**src/rtl/cmp_cond_pkg.sv**
```systemverilog
package cmp_cond_pkg;
  localparam int WIN_CODE_W = 5;
  localparam int MIN_WIN    = 3;
  localparam int MAX_WIN    = 32;
  localparam int MAX_CODE   = MAX_WIN - MIN_WIN;
  localparam int WIN_VAL_W  = $clog2(MAX_WIN + 1);
  localparam int CNT_W      = $clog2(MAX_WIN);

  typedef enum logic [1:0] {
    EDGE_ANY  = 2'd0,
    EDGE_RISE = 2'd1,
    EDGE_FALL = 2'd2,
    EDGE_OFF  = 2'd3
  } edge_sel_e;

  typedef struct packed {
    logic [WIN_CODE_W-1:0] win_code;
    edge_sel_e             edge_sel;
    logic                  filt_en;
    logic                  invert;
  } chan_cfg_t;

  localparam int CFG_W = $bits(chan_cfg_t);
endpackage

```
**src/rtl/cmp_sync2.sv**
```systemverilog
module cmp_sync2 (
  input  logic clk_i,
  input  logic rst_ni,
  input  logic d_i,
  output logic q_o
);
  logic meta_q, sync_q;

  always_ff @(posedge clk_i or negedge rst_ni) begin
    if (!rst_ni) begin
      meta_q <= 1'b0;
      sync_q <= 1'b0;
    end else begin
      meta_q <= d_i;
      sync_q <= meta_q;
    end
  end

  assign q_o = sync_q;
endmodule

```
**src/rtl/cmp_glitch_filter.sv**
```systemverilog
module cmp_glitch_filter #(
  parameter int CNT_W     = 5,
  parameter int WIN_VAL_W = 6
) (
  input  logic                 clk_i,
  input  logic                 rst_ni,
  input  logic                 d_i,
  input  logic                 en_i,
  input  logic [WIN_VAL_W-1:0] win_i,
  output logic                 lvl_o
);
  logic             lvl_q;
  logic [CNT_W-1:0] cnt_q;
  logic [CNT_W-1:0] last_cnt;

  assign last_cnt = CNT_W'(win_i - WIN_VAL_W'(1));

  always_ff @(posedge clk_i or negedge rst_ni) begin
    if (!rst_ni) begin
      lvl_q <= 1'b0;
      cnt_q <= '0;
    end else if (!en_i) begin
      lvl_q <= d_i;
      cnt_q <= '0;
    end else if (d_i == lvl_q) begin
      cnt_q <= '0;  // any return to the held value restarts the window
    end else if (cnt_q >= last_cnt) begin
      lvl_q <= d_i;
      cnt_q <= '0;
    end else begin
      cnt_q <= cnt_q + CNT_W'(1);
    end
  end

  assign lvl_o = lvl_q;

  AST_LVL_FROM_INPUT: assert property (@(posedge clk_i) disable iff (!rst_ni)
    (lvl_q != $past(lvl_q)) |-> (lvl_q == $past(d_i)));
  AST_FILT_FULL_WINDOW: assert property (@(posedge clk_i) disable iff (!rst_ni)
    ($past(en_i) && (lvl_q != $past(lvl_q))) |-> ($past(cnt_q) >= $past(last_cnt)));
  AST_FILT_RESTART: assert property (@(posedge clk_i) disable iff (!rst_ni)
    (en_i && (d_i == lvl_q)) |=> (cnt_q == '0));
endmodule

```
**src/rtl/cmp_edge_flag.sv**
```systemverilog
module cmp_edge_flag
  import cmp_cond_pkg::*;
(
  input  logic      clk_i,
  input  logic      rst_ni,
  input  logic      lvl_i,
  input  edge_sel_e sel_i,
  input  logic      clr_i,
  output logic      flag_o
);
  logic prev_q, flag_q, rise, fall, hit;

  assign rise = lvl_i & ~prev_q;
  assign fall = ~lvl_i & prev_q;

  always_comb begin
    unique case (sel_i)
      EDGE_ANY:  hit = rise | fall;
      EDGE_RISE: hit = rise;
      EDGE_FALL: hit = fall;
      default:   hit = 1'b0;
    endcase
  end

  always_ff @(posedge clk_i or negedge rst_ni) begin
    if (!rst_ni) begin
      prev_q <= 1'b0;
      flag_q <= 1'b0;
    end else begin
      prev_q <= lvl_i;
      flag_q <= (flag_q & ~clr_i) | hit;  // set beats clear
    end
  end

  assign flag_o = flag_q;

  AST_FLAG_STICKY: assert property (@(posedge clk_i) disable iff (!rst_ni)
    ($past(flag_q) && !$past(clr_i)) |-> flag_q);
  AST_SET_BEATS_CLR: assert property (@(posedge clk_i) disable iff (!rst_ni)
    (clr_i && hit) |=> flag_q);
  AST_OFF_NO_SET: assert property (@(posedge clk_i) disable iff (!rst_ni)
    (sel_i == EDGE_OFF && !flag_q) |=> !flag_q);
endmodule

```
**src/rtl/cmp_cond_top.sv**
```systemverilog
module cmp_cond_top
  import cmp_cond_pkg::*;
#(
  parameter int NUM_CH = 3,
  parameter int ADDR_W = 2,
  parameter int DATA_W = 16
) (
  input  logic              clk_i,
  input  logic              rst_ni,
  input  logic [NUM_CH-1:0] raw_i,
  input  logic              wr_en_i,
  input  logic [ADDR_W-1:0] addr_i,
  input  logic [DATA_W-1:0] wdata_i,
  output logic [DATA_W-1:0] rdata_o,
  output logic [NUM_CH-1:0] level_o,
  output logic [NUM_CH-1:0] irq_flag_o
);
  localparam logic [ADDR_W-1:0] FLAG_ADDR = ADDR_W'(NUM_CH);

  chan_cfg_t   cfg_q [NUM_CH];
  logic [NUM_CH-1:0] sync_d, pol_d, clr;
  logic        unused_wdata;

  assign unused_wdata = ^wdata_i[DATA_W-1:CFG_W];
  assign clr = (wr_en_i && addr_i == FLAG_ADDR) ? wdata_i[NUM_CH-1:0] : '0;

  for (genvar c = 0; c < NUM_CH; c++) begin : g_ch
    logic [WIN_VAL_W-1:0] win;

    always_ff @(posedge clk_i or negedge rst_ni) begin
      if (!rst_ni) cfg_q[c] <= '0;
      else if (wr_en_i && addr_i == ADDR_W'(c)) cfg_q[c] <= chan_cfg_t'(wdata_i[CFG_W-1:0]);
    end

    assign win = (int'(cfg_q[c].win_code) > MAX_CODE) ? WIN_VAL_W'(MAX_WIN)
               : WIN_VAL_W'(cfg_q[c].win_code) + WIN_VAL_W'(MIN_WIN);

    cmp_sync2 i_sync (
      .clk_i (clk_i),
      .rst_ni(rst_ni),
      .d_i   (raw_i[c]),
      .q_o   (sync_d[c])
    );

    assign pol_d[c] = sync_d[c] ^ cfg_q[c].invert;

    cmp_glitch_filter #(.CNT_W(CNT_W), .WIN_VAL_W(WIN_VAL_W)) i_filt (
      .clk_i (clk_i),
      .rst_ni(rst_ni),
      .d_i   (pol_d[c]),
      .en_i  (cfg_q[c].filt_en),
      .win_i (win),
      .lvl_o (level_o[c])
    );

    cmp_edge_flag i_edge (
      .clk_i (clk_i),
      .rst_ni(rst_ni),
      .lvl_i (level_o[c]),
      .sel_i (cfg_q[c].edge_sel),
      .clr_i (clr[c]),
      .flag_o(irq_flag_o[c])
    );

    AST_WIN_RANGE: assert property (@(posedge clk_i) disable iff (!rst_ni)
      (int'(win) >= MIN_WIN) && (int'(win) <= MAX_WIN));
    AST_CFG_HOLD: assert property (@(posedge clk_i) disable iff (!rst_ni)
      !($past(wr_en_i) && $past(addr_i) == ADDR_W'(c)) |-> $stable(cfg_q[c]));
  end

  always_comb begin
    rdata_o = '0;
    for (int c = 0; c < NUM_CH; c++)
      if (addr_i == ADDR_W'(c)) rdata_o = DATA_W'(cfg_q[c]);
    if (addr_i == FLAG_ADDR) rdata_o = DATA_W'(irq_flag_o);
  end
endmodule

```
**config.mk**
```make
export PLATFORM = sky130hd
export DESIGN_NAME = cmp_cond_top
export DESIGN_NICKNAME = d
export VERILOG_FILES = /design/src/rtl/cmp_cond_pkg.sv /design/src/rtl/cmp_sync2.sv /design/src/rtl/cmp_glitch_filter.sv /design/src/rtl/cmp_edge_flag.sv /design/src/rtl/cmp_cond_top.sv
export SDC_FILE = /design/constraint.sdc
export NUM_CORES = 1
export LEC_CHECK = 0
export ABC_AREA = 1
export BUFFER_PORTS_ARGS = -buffer_cell sky130_fd_sc_hd__buf_2
export CORE_MARGIN = 2
export CORE_UTILIZATION = 53
export DETAILED_ROUTE_END_ITERATION = 6
export GPL_TIMING_DRIVEN = 1
export PLACE_DENSITY = 0.77
export SYNTH_ARGS = -nofsm -noshare
export SYNTH_HDL_FRONTEND = slang
export SYNTH_HIERARCHICAL = 1
export SYNTH_SLANG_ARGS = --single-unit
```
**constraint.sdc**
```tcl
create_clock -name clk_i -period 2.06 [get_ports clk_i]
set_input_delay 0.412 -clock clk_i [delete_from_list [all_inputs] [get_ports clk_i]]
set_output_delay 0.412 -clock clk_i [all_outputs]
set_load 0.02 [all_outputs]
```
==> out/qor.yml, run 1 <==
outcome: "finished, violations left"
violations: "negative setup slack"
path_class: "reg -> reg"
clk_latency_ns: 0.34
die_w_um: 88.34
post-route-period-util: 1.129
endpoint_kind: "register"
rsz0062_at_grt: "true"
hold_buffers: 0
initial_core_util: 0.5518
worst_setup_path_start_kind: "register"
antenna_found_initial: 0
grt_pass1_vias: 3375
max_clock_freq_ghz: 0.4298
fillers: 447
gp_congestion: 0.7969
leakage_nw: 2.733
cts_tree: "built"
setup_slack_ns: -0.2666
synth_area_um2: 3770
rows: 30
avgSynthCellArea_um2: 7.741
grt_overflow: 0
slew_headroom: 0.6535
antenna_left: 0
slew_violations: 0
place_area_um2: 4332
clock_skew_ns: 0.006902
hpwl_mm: 5.970
vdd_drop_max_mv: 0.6299
drt_iter0_drc: 136
port_buffers: 31
finalSetupViolations: 18
cts_buffers: 9
critPathMaxFanout: 5
cap_violations: 0
wire_per_inst_um: 14.73
num_vias: 3485
wl_mm: 10.13
dieArea_um2: 7804
final_layout_size_suffix_gt1_frac: 0.4122
drt-vias-per-instance: 5.065
min_period_ns: 2.327
dieHeight_um: 88.34
netlist_instances: 487
area_growth_pct: 39.20
gr-usage-all-layers: 0.2468
cts-htree-levels: 3
finalHoldViolCount: 0
grt_max_degree: 37
final_area_um2: 5248
yosys_warnings: 6
final_nets: 645
cts.clk_slew.worst_paths_ns: 0.07
hold_path_class: "in -> async"
dp_slack_ns: -0.2489
io_pins: 46
cts-root-buf: "clkbuf_8"
power.density_nw_per_um2: 932.1
core_area_um2: 6832
cts_max_path_buffers: 2
cts_sinks: 57
grt_pass1_wl_mm: 14.74
arrival_ns: 2.60
cp_data_required_time_ns: 2.33
total_power_w: 0.004891
tightest_slew_ns: 0.5198
holdWs_ns: 0.03833
diodes: 0
drc: 0
dr.pass1.iters: 4
-- critical path: stages (launching register included) --
cell and delay [ns]:
dfrtp_1 0.41, inv_2 0.13, ha_4 0.15, inv_4 0.04
a31oi_4 0.20, inv_2 0.08, ha_4 0.18, buf_6 0.11
xnor2_2 0.12, ha_1 0.30, nand2_1 0.12, nor2_2 0.04
nand2_2 0.10, nand4_4 0.15, nor2_1 0.12
-- power breakdown --
group,switching [W],internal (W)
registers,0.000211,0.00129
logic,0.00127,0.00106
clock network,0.000482,0.000582
total,0.00196,0.00293
-- metrics by stage --
stage,util,cells,TNS (ns)
floorplan,-,493,-0.5791
global placement,0.6341,648,-2.710
detailed placement,0.6341,648,-4.158
CTS,0.7108,679,-3.512
global route,0.7681,688,-5.794
finish,0.7681,688,-3.872
-- metal layers --
| layer | vias up | track usage | routed length (um) |
|---|---|---|---|
| met2 | 110 | 0.4265 | 5358 |
| met3 | 29 | 0.06250 | 467 |
| li1 | 1680 | - | - |
| met5 | - | 0 | 0 |
| met4 | 0 | 0.1061 | 316 |
| met1 | 1666 | 0.2912 | 3989 |
-- cells in the final DEF (no fill, tap or decap), drive strengths merged --
cell      count
nand2       142
buf          97
inv          94
dfrtp        57
nor2         47
ha           33
o21ai        28
nand3        20
xnor2        15
xor2         10
clkbuf       10
nand4         9
conb          7
clkinv        6
o211ai        4
a31oi         3
nand3b        3
nor3          3
a21oi         2
bufinv        1
clkinvlp      1
-- flip-flops by register name, summed over array words and instances, names as in the netlist --
signal,flops
g_ch.i_filt/lvl_o,3
g_ch.i_edge/prev_q,3
cfg_q,27
g_ch.i_sync/q_o,3
g_ch.i_edge/flag_o,3
g_ch.i_filt/cnt_q,15
g_ch.i_sync/meta_q,3
-- worst paths after layout --
path                            slack (ns)                            start                                 to  depth (start not counted)
min in group clk_i                    0.18                         raw_i[0]    g_ch[0].i_sync/meta_q$_DFF_PN0_                          1
worst max register to register       -0.27            cfg_q[14]$_DFFE_PN0P_  g_ch[1].i_filt/cnt_q[0]$_DFF_PN0_                         14
worst max-delay path                 -0.27            cfg_q[14]$_DFFE_PN0P_  g_ch[1].i_filt/cnt_q[0]$_DFF_PN0_                         14
max in group asynchronous             1.45                           rst_ni               cfg_q[4]$_DFFE_PN0P_                          2
worst min-delay path                  0.04                           rst_ni  g_ch[1].i_filt/cnt_q[1]$_DFF_PN0_                          1
worst min register to register        0.35  g_ch[0].i_sync/meta_q$_DFF_PN0_       g_ch[0].i_sync/q_o$_DFF_PN0_                          0
-- final cells by class --
cell class / count / area [um^2] / area share
Clock buffer: 10 / 137.6 / 0.02623
Clock inverter: 5 / 56.30 / 0.01073
Inverter: 97 / 371.6 / 0.07082
Multi-Input combinational cell: 326 / 2446 / 0.4661
Sequential cell: 57 / 1430 / 0.2725
Tap cell: 96 / 120.1 / 0.02289
Timing Repair Buffer: 97 / 685.7 / 0.1307
-- timing repair --
action / in CTS / in global routing
endpoints found under the setup margin: 18 / 18
pin swaps: 41 / 56
resized for setup: 50 / 78
hold endpoints to repair: 0 / 0
setup buffers: 16 / 9
Note: power is estimated with default switching activity, not from simulation.
==> inputs of run 2 (changes only) <==
--- a/config.mk
+++ b/config.mk
@@ -12,6 +12,7 @@
 export DETAILED_ROUTE_END_ITERATION = 6
 export GPL_TIMING_DRIVEN = 1
 export PLACE_DENSITY = 0.77
+export SLEW_MARGIN = 20
 export SYNTH_ARGS = -nofsm -noshare
 export SYNTH_HDL_FRONTEND = slang
 export SYNTH_HIERARCHICAL = 1
==> constraint.sdc (replaced) <==
create_clock -name clk_i -period 2.1 [get_ports clk_i]
set_input_delay 0.42 -clock clk_i [delete_from_list [all_inputs] [get_ports clk_i]]
set_output_delay 0.42 -clock clk_i [all_outputs]
set_load 0.02 [all_outputs]
==> out/qor.yml, run 2 (synthesis results as in run 1) <==
antenna_left: 0  # unchanged
path_class: "reg -> reg"
post-route-util: 0.7432  # -0.02491
cp_data_required_time_ns: 2.39  # +0.06 ns
wl_mm: 9.221  # -9.0%
hold_buffers: 0  # unchanged
cts-root-buf: "clkbuf_8"
endpoint_kind: "register"
clk_latency_ns: 0.35  # about the same
top_regs: "cfg_q x27, g_ch.i_filt/cnt_q x15"
multi_input_area_um2: 2333  # -4.6%
fin_setup_tns_ns: -3.285  # +0.5872 ns
gr-usage-all-layers: 0.2392  # -0.007586
leakage_nw: 2.626  # -3.9%
grt_max_degree: 58  # +57%
hpwl_mm: 5.844  # -2.1%
final_common_cell: "nand2_1"
area_growth_pct: 34.68
max_clock_freq_ghz: 0.4281  # -0.41%
drt_iter0_drc: 156  # +15%
num_vias: 3387  # -2.8%
io_pins: 46  # unchanged
fillers: 489  # +9.4%
dieArea_um2: 7804  # unchanged
dieHeight_um: 88.34  # unchanged
antenna_found_initial: 0  # unchanged
outcome: "finished, violations left"
hold_path_class: "in -> async"
gp_congestion: 0.8356  # +4.9%
cts_max_path_buffers: 2  # unchanged
regMostFlops: "cfg_q"
largest_register_ff_count: 27  # unchanged
cts_sinks: 57  # unchanged
port_buffers: 31  # unchanged
drc: 0  # unchanged
rows: 30  # unchanged
cts_buffers: 9  # unchanged
wire_per_inst_um: 13.62  # -7.5%
post-route-period-util: 1.112  # -0.01700
worst_setup_path_start_kind: "register"
cts.clk_slew.worst_paths_ns: 0.08  # about the same
drt-vias-per-instance: 5.003  # -1.2%
core_area_um2: 6832  # unchanged
rsz0062_at_grt: "true"
slew_violations: 0  # unchanged
finalHoldViolCount: 0  # unchanged
arrival_ns: 2.63  # +0.03 ns
grt_pass1_wl_mm: 14.36  # -2.6%
seqCellArea_um2: 1430  # unchanged
vdd_drop_max_mv: 0.5795  # -8.0%
final_cell_mix: "nand2_1 (120), inv_1 (69), dfrtp_1 (54)"
min_period_ns: 2.336  # +0.009479 ns
power.density_nw_per_um2: 925.2  # -0.74%
dr.pass1.iters: 4  # unchanged
cts_tree: "built"
clock_skew_ns: 0.01303  # +0.006125 ns
cap_violations: 0  # unchanged
diodes: 0  # unchanged
final_nets: 633  # -1.9%
initial_core_util: 0.5518  # unchanged
die_w_um: 88.34  # unchanged
violations: "negative setup slack"
critPathMaxFanout: 5  # unchanged
final_layout_size_suffix_gt1_frac: 0.3838  # -0.02834
cts-htree-levels: 3  # unchanged
finalSetupViolations: 18  # unchanged
setup_slack_ns: -0.2361  # +0.03052 ns
grt_overflow: 0  # unchanged
grt_pass1_vias: 3204  # -5.1%
[run 2: cell count changes in the layout (fill, tap and decap cells not counted), sizes merged]
cell	delta
buf	-12
bufinv	+1
clkbuf	-1
clkinv	-1
inv	+2
[run 2: final timing paths]
check                                                      from                           endpoint  slack (ns)  cells after the start
worst max-delay path                       cfg_q[5]$_DFFE_PN0P_  g_ch[2].i_filt/cnt_q[4]$_DFF_PN0_       -0.24                     14
worst min-delay path                                     rst_ni  g_ch[0].i_filt/cnt_q[0]$_DFF_PN0_        0.06                      2
worst max register to register             cfg_q[5]$_DFFE_PN0P_  g_ch[2].i_filt/cnt_q[4]$_DFF_PN0_       -0.24                     14
worst min register to register  g_ch[1].i_sync/meta_q$_DFF_PN0_       g_ch[1].i_sync/q_o$_DFF_PN0_        0.35                      0
max in group asynchronous                                rst_ni              cfg_q[13]$_DFFE_PN0P_        1.76                      2
min in group clk_i                                     raw_i[2]    g_ch[2].i_sync/meta_q$_DFF_PN0_        0.18                      1
[run 2: what timing repair did]
item	CTS	global route
setup buffers	9	6
endpoints found under the setup margin	18	18
resized for setup	50	59
pin swaps	32	45
[run 2: stage by stage]
step | cells | hold WS [ns] | power, W | instance area, um^2 | setup slack (ns)
floorplan | 493 | 0.1244 | 0.002522 | 3846 | -0.01048
global placement | 646 | 0.3336 | 0.002963 | 4317 | -0.1409
detailed placement | 646 | 0.3370 | 0.003036 | 4317 | -0.2084
CTS | 671 | 0.06981 | 0.004405 | 4790 | -0.1792
global route | 677 | 0.09945 | 0.005008 | 5077 | -0.3478
finish | 677 | 0.05654 | 0.004698 | 5077 | -0.2361
[run 2: where the power goes]
group          internal (W)  switching [W]  leakage, nW  total, W
sequential          0.00127       0.000205        0.711   0.00147
clock              0.000679       0.000506        0.110   0.00119
combinational      0.000907        0.00113         1.81   0.00204
total               0.00285        0.00184         2.63   0.00470
[run 2: cell type report]
type / count / share of cell area
clock buffer: 9 / 0.02440
clock inverter: 7 / 0.02021
inverter: 97 / 0.07319
multi-input combinational: 326 / 0.4596
sequential: 57 / 0.2817
tap: 96 / 0.02366
timing repair buffer: 85 / 0.1173
[run 2: routing by layer]
layer | wire length (um) | track usage
met3 | 295 | 0.03265
met2 | 4786 | 0.4170
met1 | 3806 | 0.2962
met5 | 0 | 0
met4 | 333 | 0.1061
[run 2: critical path: stages (launching register included)]
cell and delay (ns):
dfrtp_1 0.43, inv_2 0.13, ha_4 0.15, inv_4 0.04
a31oi_4 0.15, inv_2 0.08, ha_4 0.16, buf_4 0.13
xnor2_2 0.13, ha_1 0.30, nand2_1 0.12, nor2_4 0.04
nand2_2 0.11, nand4_4 0.15, nor2_2 0.13
